**src/rtl/sfdp_pkg.sv**
```systemverilog
package sfdp_pkg;

    localparam int unsigned CNT_W = 8;
    localparam logic [7:0] DISCOVERY_OPCODE = 8'h5A;
    localparam logic [7:0] FILL_BYTE = 8'hFF;

    typedef enum logic [1:0] {
        ST_IDLE,
        ST_REDUCE,
        ST_STREAM
    } resp_state_e;

    typedef struct packed {
        logic             table_mode;  // table bytes may be returned
        logic             dummy_lead;  // host omitted the dummy byte
        logic [CNT_W-1:0] rd_total;    // bytes to return
    } req_ctx_t;

    // Content of the parameter table at position idx.
    function automatic logic [7:0] table_byte(int unsigned idx,
                                              int unsigned pt_ofs,
                                              int unsigned pt_dw);
        logic [7:0] b;
        logic [31:0] prod;
        prod = idx * 37 + 11;
        b = FILL_BYTE;
        case (idx)
            0: b = 8'h53;
            1: b = 8'h46;
            2: b = 8'h44;
            3: b = 8'h50;
            4: b = 8'h06;
            5: b = 8'h01;
            6: b = 8'h00;
            8: b = 8'h00;
            9: b = 8'h06;
            10: b = 8'h01;
            11: b = pt_dw[7:0];
            12: b = pt_ofs[7:0];
            13: b = pt_ofs[15:8];
            14: b = pt_ofs[23:16];
            default: begin
                if (idx >= pt_ofs && idx < pt_ofs + 4 * pt_dw)
                    b = prod[7:0];
            end
        endcase
        return b;
    endfunction

endpackage

```
**src/rtl/sfdp_rom.sv**
```systemverilog
module sfdp_rom #(
    parameter int unsigned TBL_LEN = 88,
    parameter int unsigned PT_OFS  = 32,
    parameter int unsigned PT_DW   = 9,
    parameter int unsigned IDX_W   = $clog2(TBL_LEN)
) (
    input  logic [IDX_W-1:0] idx,
    output logic [7:0]       data
);
    import sfdp_pkg::*;

    logic [7:0] cells [TBL_LEN];

    for (genvar g = 0; g < TBL_LEN; g++) begin : g_cell
        assign cells[g] = table_byte(g, PT_OFS, PT_DW);
    end

    always_comb begin
        if (int'(idx) < TBL_LEN)
            data = cells[idx];
        else
            data = FILL_BYTE;
    end
endmodule

```
**src/rtl/sfdp_mod_reducer.sv**
```systemverilog
module sfdp_mod_reducer #(
    parameter int unsigned DIV_W   = 25,
    parameter int unsigned MODULUS = 88,
    parameter int unsigned REM_W   = $clog2(MODULUS)
) (
    input  logic             clk,
    input  logic             rst,
    input  logic             start,
    input  logic [DIV_W-1:0] dividend,
    output logic             done,
    output logic [REM_W-1:0] remainder
);
    localparam int unsigned LEFT_W = $clog2(DIV_W + 1);

    logic [DIV_W-1:0]  shr;
    logic [LEFT_W-1:0] left;
    logic [REM_W:0]    trial;
    logic              fits;

    always_comb begin
        trial = {remainder, shr[DIV_W-1]};
        fits  = int'(trial) >= MODULUS;
    end

    always_ff @(posedge clk) begin
        if (rst) begin
            shr       <= '0;
            left      <= '0;
            remainder <= '0;
            done      <= 1'b0;
        end else begin
            done <= 1'b0;
            if (start) begin
                shr       <= dividend;
                remainder <= '0;
                left      <= LEFT_W'(DIV_W);
            end else if (left != '0) begin
                shr  <= shr << 1;
                left <= left - 1'b1;
                done <= (left == LEFT_W'(1));
                if (fits)
                    remainder <= REM_W'(trial - (REM_W+1)'(MODULUS));
                else
                    remainder <= trial[REM_W-1:0];
            end
        end
    end
endmodule

```
**src/rtl/sfdp_responder.sv**
```systemverilog
module sfdp_responder #(
    parameter int unsigned ADDR_W  = 24,
    parameter int unsigned TBL_LEN = 88,
    parameter int unsigned PT_OFS  = 32,
    parameter int unsigned PT_DW   = 9
) (
    input  logic                       clk,
    input  logic                       rst,
    input  logic                       cfg_sfdp_en,
    input  logic                       req_valid,
    output logic                       req_ready,
    input  logic [7:0]                 req_opcode,
    input  logic [ADDR_W-1:0]          req_addr,
    input  logic [sfdp_pkg::CNT_W-1:0] req_wr_count,
    input  logic [sfdp_pkg::CNT_W-1:0] req_rd_count,
    output logic                       rsp_valid,
    output logic [7:0]                 rsp_data,
    output logic                       rsp_last
);
    import sfdp_pkg::*;

    localparam int unsigned OFFS_W = ADDR_W + 1;
    localparam int unsigned BASE_W = $clog2(TBL_LEN);
    localparam int unsigned POS_W  = $clog2(TBL_LEN + (1 << CNT_W)) + 1;

    resp_state_e       state;
    req_ctx_t          ctx, ctx_next;
    logic              accept;
    logic [CNT_W-1:0]  surplus;
    logic [OFFS_W-1:0] raw_start;
    logic              red_done;
    logic [BASE_W-1:0] red_rem;
    logic [BASE_W-1:0] base;
    logic [CNT_W-1:0]  idx;
    logic [POS_W-1:0]  pos;
    logic [7:0]        rom_data;
    logic [7:0]        pick;
    logic              is_final;

    assign req_ready = (state == ST_IDLE);
    assign accept    = req_valid && req_ready;

    // Start offset before the modulo: surplus bytes already consumed data.
    always_comb begin
        surplus   = (req_wr_count > CNT_W'(5)) ? req_wr_count - CNT_W'(5) : '0;
        raw_start = OFFS_W'(req_addr) + OFFS_W'(surplus);
        ctx_next.table_mode = cfg_sfdp_en && (req_opcode == DISCOVERY_OPCODE)
                              && (req_wr_count >= CNT_W'(4));
        ctx_next.dummy_lead = (req_wr_count == CNT_W'(4));
        ctx_next.rd_total   = req_rd_count;
    end

    sfdp_mod_reducer #(
        .DIV_W  (OFFS_W),
        .MODULUS(TBL_LEN),
        .REM_W  (BASE_W)
    ) u_reduce (
        .clk      (clk),
        .rst      (rst),
        .start    (accept),
        .dividend (raw_start),
        .done     (red_done),
        .remainder(red_rem)
    );

    always_comb begin
        pos = POS_W'(base) + POS_W'(idx) - POS_W'(ctx.dummy_lead);
    end

    sfdp_rom #(
        .TBL_LEN(TBL_LEN),
        .PT_OFS (PT_OFS),
        .PT_DW  (PT_DW),
        .IDX_W  (BASE_W)
    ) u_rom (
        .idx (pos[BASE_W-1:0]),
        .data(rom_data)
    );

    always_comb begin
        pick = FILL_BYTE;
        if (ctx.table_mode && !(ctx.dummy_lead && idx == '0)
            && int'(pos) < TBL_LEN)
            pick = rom_data;
        is_final = (idx == ctx.rd_total - 1'b1);
    end

    always_ff @(posedge clk) begin
        if (rst) begin
            state     <= ST_IDLE;
            ctx       <= '0;
            base      <= '0;
            idx       <= '0;
            rsp_valid <= 1'b0;
            rsp_data  <= '0;
            rsp_last  <= 1'b0;
        end else begin
            rsp_valid <= 1'b0;
            rsp_last  <= 1'b0;
            case (state)
                ST_IDLE: begin
                    if (accept) begin
                        ctx   <= ctx_next;
                        state <= ST_REDUCE;
                    end
                end
                ST_REDUCE: begin
                    if (red_done) begin
                        base  <= red_rem;
                        idx   <= '0;
                        state <= (ctx.rd_total == '0) ? ST_IDLE : ST_STREAM;
                    end
                end
                ST_STREAM: begin
                    rsp_valid <= 1'b1;
                    rsp_data  <= pick;
                    rsp_last  <= is_final;
                    idx       <= idx + 1'b1;
                    if (is_final)
                        state <= ST_IDLE;
                end
                default: state <= ST_IDLE;
            endcase
        end
    end
endmodule

```
**config.mk**
```make
export PLATFORM = sky130hd
export DESIGN_NAME = sfdp_responder
export DESIGN_NICKNAME = d
export VERILOG_FILES = /design/src/rtl/sfdp_pkg.sv /design/src/rtl/sfdp_rom.sv /design/src/rtl/sfdp_mod_reducer.sv /design/src/rtl/sfdp_responder.sv
export SDC_FILE = /design/constraint.sdc
export NUM_CORES = 1
export LEC_CHECK = 0
export CAP_MARGIN = 20
export CORE_ASPECT_RATIO = 2
export CORE_UTILIZATION = 28
export DETAILED_ROUTE_END_ITERATION = 12
export GPL_ROUTABILITY_DRIVEN = 0
export PLACE_DENSITY = 0.5
export SYNTH_ARGS = -nofsm -noshare
export SYNTH_HDL_FRONTEND = slang
export SYNTH_SLANG_ARGS = --single-unit
export TNS_END_PERCENT = 50
```
**constraint.sdc**
```tcl
create_clock -name clk -period 7.23 [get_ports clk]
set_clock_uncertainty 0.1 [all_clocks]
set_input_delay 1.446 -clock clk [delete_from_list [all_inputs] [get_ports clk]]
set_output_delay 1.446 -clock clk [all_outputs]
set_load 0.01 [all_outputs]
```
==> flow_summary.ini <==
[status]
status = completed

[timing]
hold-worst-slack_ns = 0.352
tightest_slew_ns = 0.981
finalSetupViolCount = 0
max_freq_mhz = 186
relSlewSlack = 0.345
fin_crit_ns = 5.38
fin_tns_setup_ns = 0
rsz0062_at_grt = no
final.period_utilization = 0.743
finalHoldViolations = 0
final_max_slew_viol_count = 0
final_critical_path_setup_slack_ns = 1.85

[power_and_ir_drop]
p_leak_nw = 2.54
p_int_mw = 0.795
power_mw = 1.15
switchingPower_mw = 0.355
clkPwrFrac = 0.344
powerDensity_mw_per_mm2 = 171
ir_worst_vdd_v = 0.000101
p_comb_frac = 0.249
switching_share = 0.309
p_seq_frac = 0.406

[place]
dp_cells = 1048
dpl-instance-area_sq_mm = 0.00648
portBuffers = 62
hpwl_um = 12800
pre_cts_ws_ns = 1.49

[detailed_routing]
num_vias = 5379
wl_per_cell_um = 15.2
vias_per_cell = 5.06
final_antenna_net_count = 0
first_pass_iters = 4
finalWirelength_um = 16100
drc_errors = 0
first_iter_violations = 257

[finish]
fillers = 2148
layout-drive-gt1-share = 0.0624
final-seq-area_sq_mm = 0.00150
fin_cells = 1063
utilization = 0.340
fin_area_sq_mm = 0.00674
layout.nets = 890
area_growth_pct = 19.5
num_antenna_cells = 0
multi_input_area_sq_mm = 0.00381

[synth]
syn_inst = 754
ys_warn_count = 0
synth_most_common_cell = nand2_1
syn_area_per_cell_sq_um = 7.48
yosysTopAreaCellShare = 0.266
synth_ff_type = dfxtp_1
ys_seq_area_frac = 0.266
synthTopCellsByArea = dfxtp_1, ha_1, nand2_1, a21oi_1, xnor2_1
synth_nets = 846
async_reset_ff_frac = 0
synth_area_sq_mm = 0.00564
synth_edf_count = 0
yosys.area.top_type = dfxtp_1
ys_ff_latch = 75
synth_cell_type_count = 75
yosys-top-cells-count = nand2_1, a21oi_1, dfxtp_1, nor2_1, inv_1

[clock_network]
htreeDepth = 3
cts_resized = 0
cts_sinks = 75
cts_setup_buffers = 0
cts-buffers-inserted = 9
cts_buffer_depth = 2
root_buffer = clkbuf_16
path_clk_slew_ns = 0.06
postCtsHoldBufs = 0
tritoncts = yes
insertion_delay_ns = 0.34

[global_routing]
grt_pass1_vias = 5273
use_met3 = 0.0162
grt.busiest_layer = met2
grt_use_met2 = 0.323
antenna_found_initial = 0
grt_max_degree = 69
met1_usage = 0.150
grt.total_usage = 0.162
gr-total-overflow = 0
grt_pass1_wl_um = 26000

[setup_path]
worstPathCellList = clkdlybuf4s50_1, nor4_1, nand2_1, nor2_1, nor2_1, ha_1, fa_1, a21o_1, a21oi_1, o21bai_1, a2111oi_2, nor3_1, xnor2_1, o22ai_1
slowest_delay_ns = 0.91
cp_common_cell = nor2_1
critPathLaunchType = input port
cp_max_fo = 8
cp.arrival_ns = 5.47
endpoint_kind = flop
slowest_stage = a2111oi_2
path_class = in -> reg
required_ns = 7.32

[floorplan]
dieHeight_um = 203
die_w_um = 102
placementRows = 73
dieArea_sq_mm = 0.0208
core-area_sq_mm = 0.0198
start_util = 0.285
io_pins = 63

[run]
cap_violations = 0

[worst_hold_path]
hp-class = reg -> reg
path summary, 6_finish.rpt:
kind              slack (ns)  cells past startpoint            startpoint                            end
setup / recovery        1.85                     14       req_wr_count[3]  u_reduce.shr[16]$_SDFFE_PP0P_
hold / removal          0.35                      2  base[4]$_SDFFE_PP0P_           base[4]$_SDFFE_PP0P_
setup reg to reg        2.79                     15   idx[0]$_SDFFE_PP0P_       rsp_data[6]$_SDFFE_PP0P_
hold reg to reg         0.35                      2  base[4]$_SDFFE_PP0P_           base[4]$_SDFFE_PP0P_
power by group through the flow:
| stage | Combinational [mW] | Sequential (mW) | Clock [mW] |
|---|---|---|---|
| after floorplan | 0.203 | 0.470 | 0 |
| after global placement | 0.290 | 0.477 | 0 |
| after detailed placement | 0.290 | 0.477 | 0 |
| after CTS | 0.291 | 0.468 | 0.406 |
| after global routing | 0.323 | 0.473 | 0.424 |
| final | 0.287 | 0.468 | 0.396 |
per-layer routing:
metal / share of wire / vias up
met1: 0.35 / 2475
met3: 0.017 / 50
met2: 0.58 / 110
li1: - / 2744
met4: 0.053 / 0
met5: 0 / -
cells by family after synthesis:
kind of cell / after synthesis / synth area share
compound gates: 198 / 0.241
mux: 12 / 0.0226
flops: 75 / 0.266
simple gates: 302 / 0.246
fa+ha+maj: 40 / 0.0914
buf+inv: 83 / 0.0575
xor+xnor: 44 / 0.0756
cell type report:
cell class / instances / area share
inverters: 47 / 0.0262
multi-input cells: 596 / 0.566
repair buffers: 69 / 0.0991
clock buffers: 11 / 0.0345
well taps: 262 / 0.0486
clock inverters: 3 / 0.00260
flip-flops and latches: 75 / 0.223
worst max-delay path, delay by kind of cell:
kind | cells | cell delay, ns
AO/OA/AOI/OAI | 5 | 1.55
AND/OR/NAND/NOR | 5 | 1.11
adder cells (fa/ha/maj) | 2 | 0.62
buffers and inverters | 1 | 0.51
XOR/XNOR | 1 | 0.22
cells in the final DEF (no fill, tap or decap), types with 4 or more instances in the layout:
master | synthesis | layout
nand3_1 | 19 | 19
nor4_1 | 8 | 8
inv_1 | 47 | 47
dfxtp_1 | 75 | 75
xor2_1 | 9 | 9
nor4b_1 | 4 | 4
and2_1 | 4 | 4
o21ai_0 | 21 | 21
nand2b_1 | 8 | 8
o211ai_1 | 8 | 8
nand2_1 | 120 | 120
a211o_1 | 5 | 5
a31o_2 | 9 | 9
nand4_1 | 8 | 8
ha_1 | 38 | 38
o22ai_1 | 6 | 6
a311oi_1 | 7 | 7
a21o_1 | 7 | 7
o21bai_1 | 4 | 4
clkdlybuf4s50_1 | 0 | 61
mux2i_1 | 9 | 9
o21a_1 | 7 | 7
xnor2_1 | 31 | 31
clkbuf_16 | 0 | 9
buf_4 | 2 | 7
nor2_1 | 72 | 72
nor3_1 | 30 | 30
a31oi_1 | 4 | 4
a21oi_1 | 75 | 75
nor2b_1 | 8 | 8
a211oi_1 | 9 | 9
sequential cells by signal, indices dropped and copies added (netlist names):
| signal | cells |
|---|---|
| rsp_valid | 1 |
| u_reduce.shr | 25 |
| ctx | 10 |
| u_reduce.left | 5 |
| idx | 8 |
| u_reduce.remainder | 7 |
| state | 2 |
| u_reduce.done | 1 |
| base | 7 |
| rsp_last | 1 |
| rsp_data | 8 |
(Power assumes the default switching activity.)
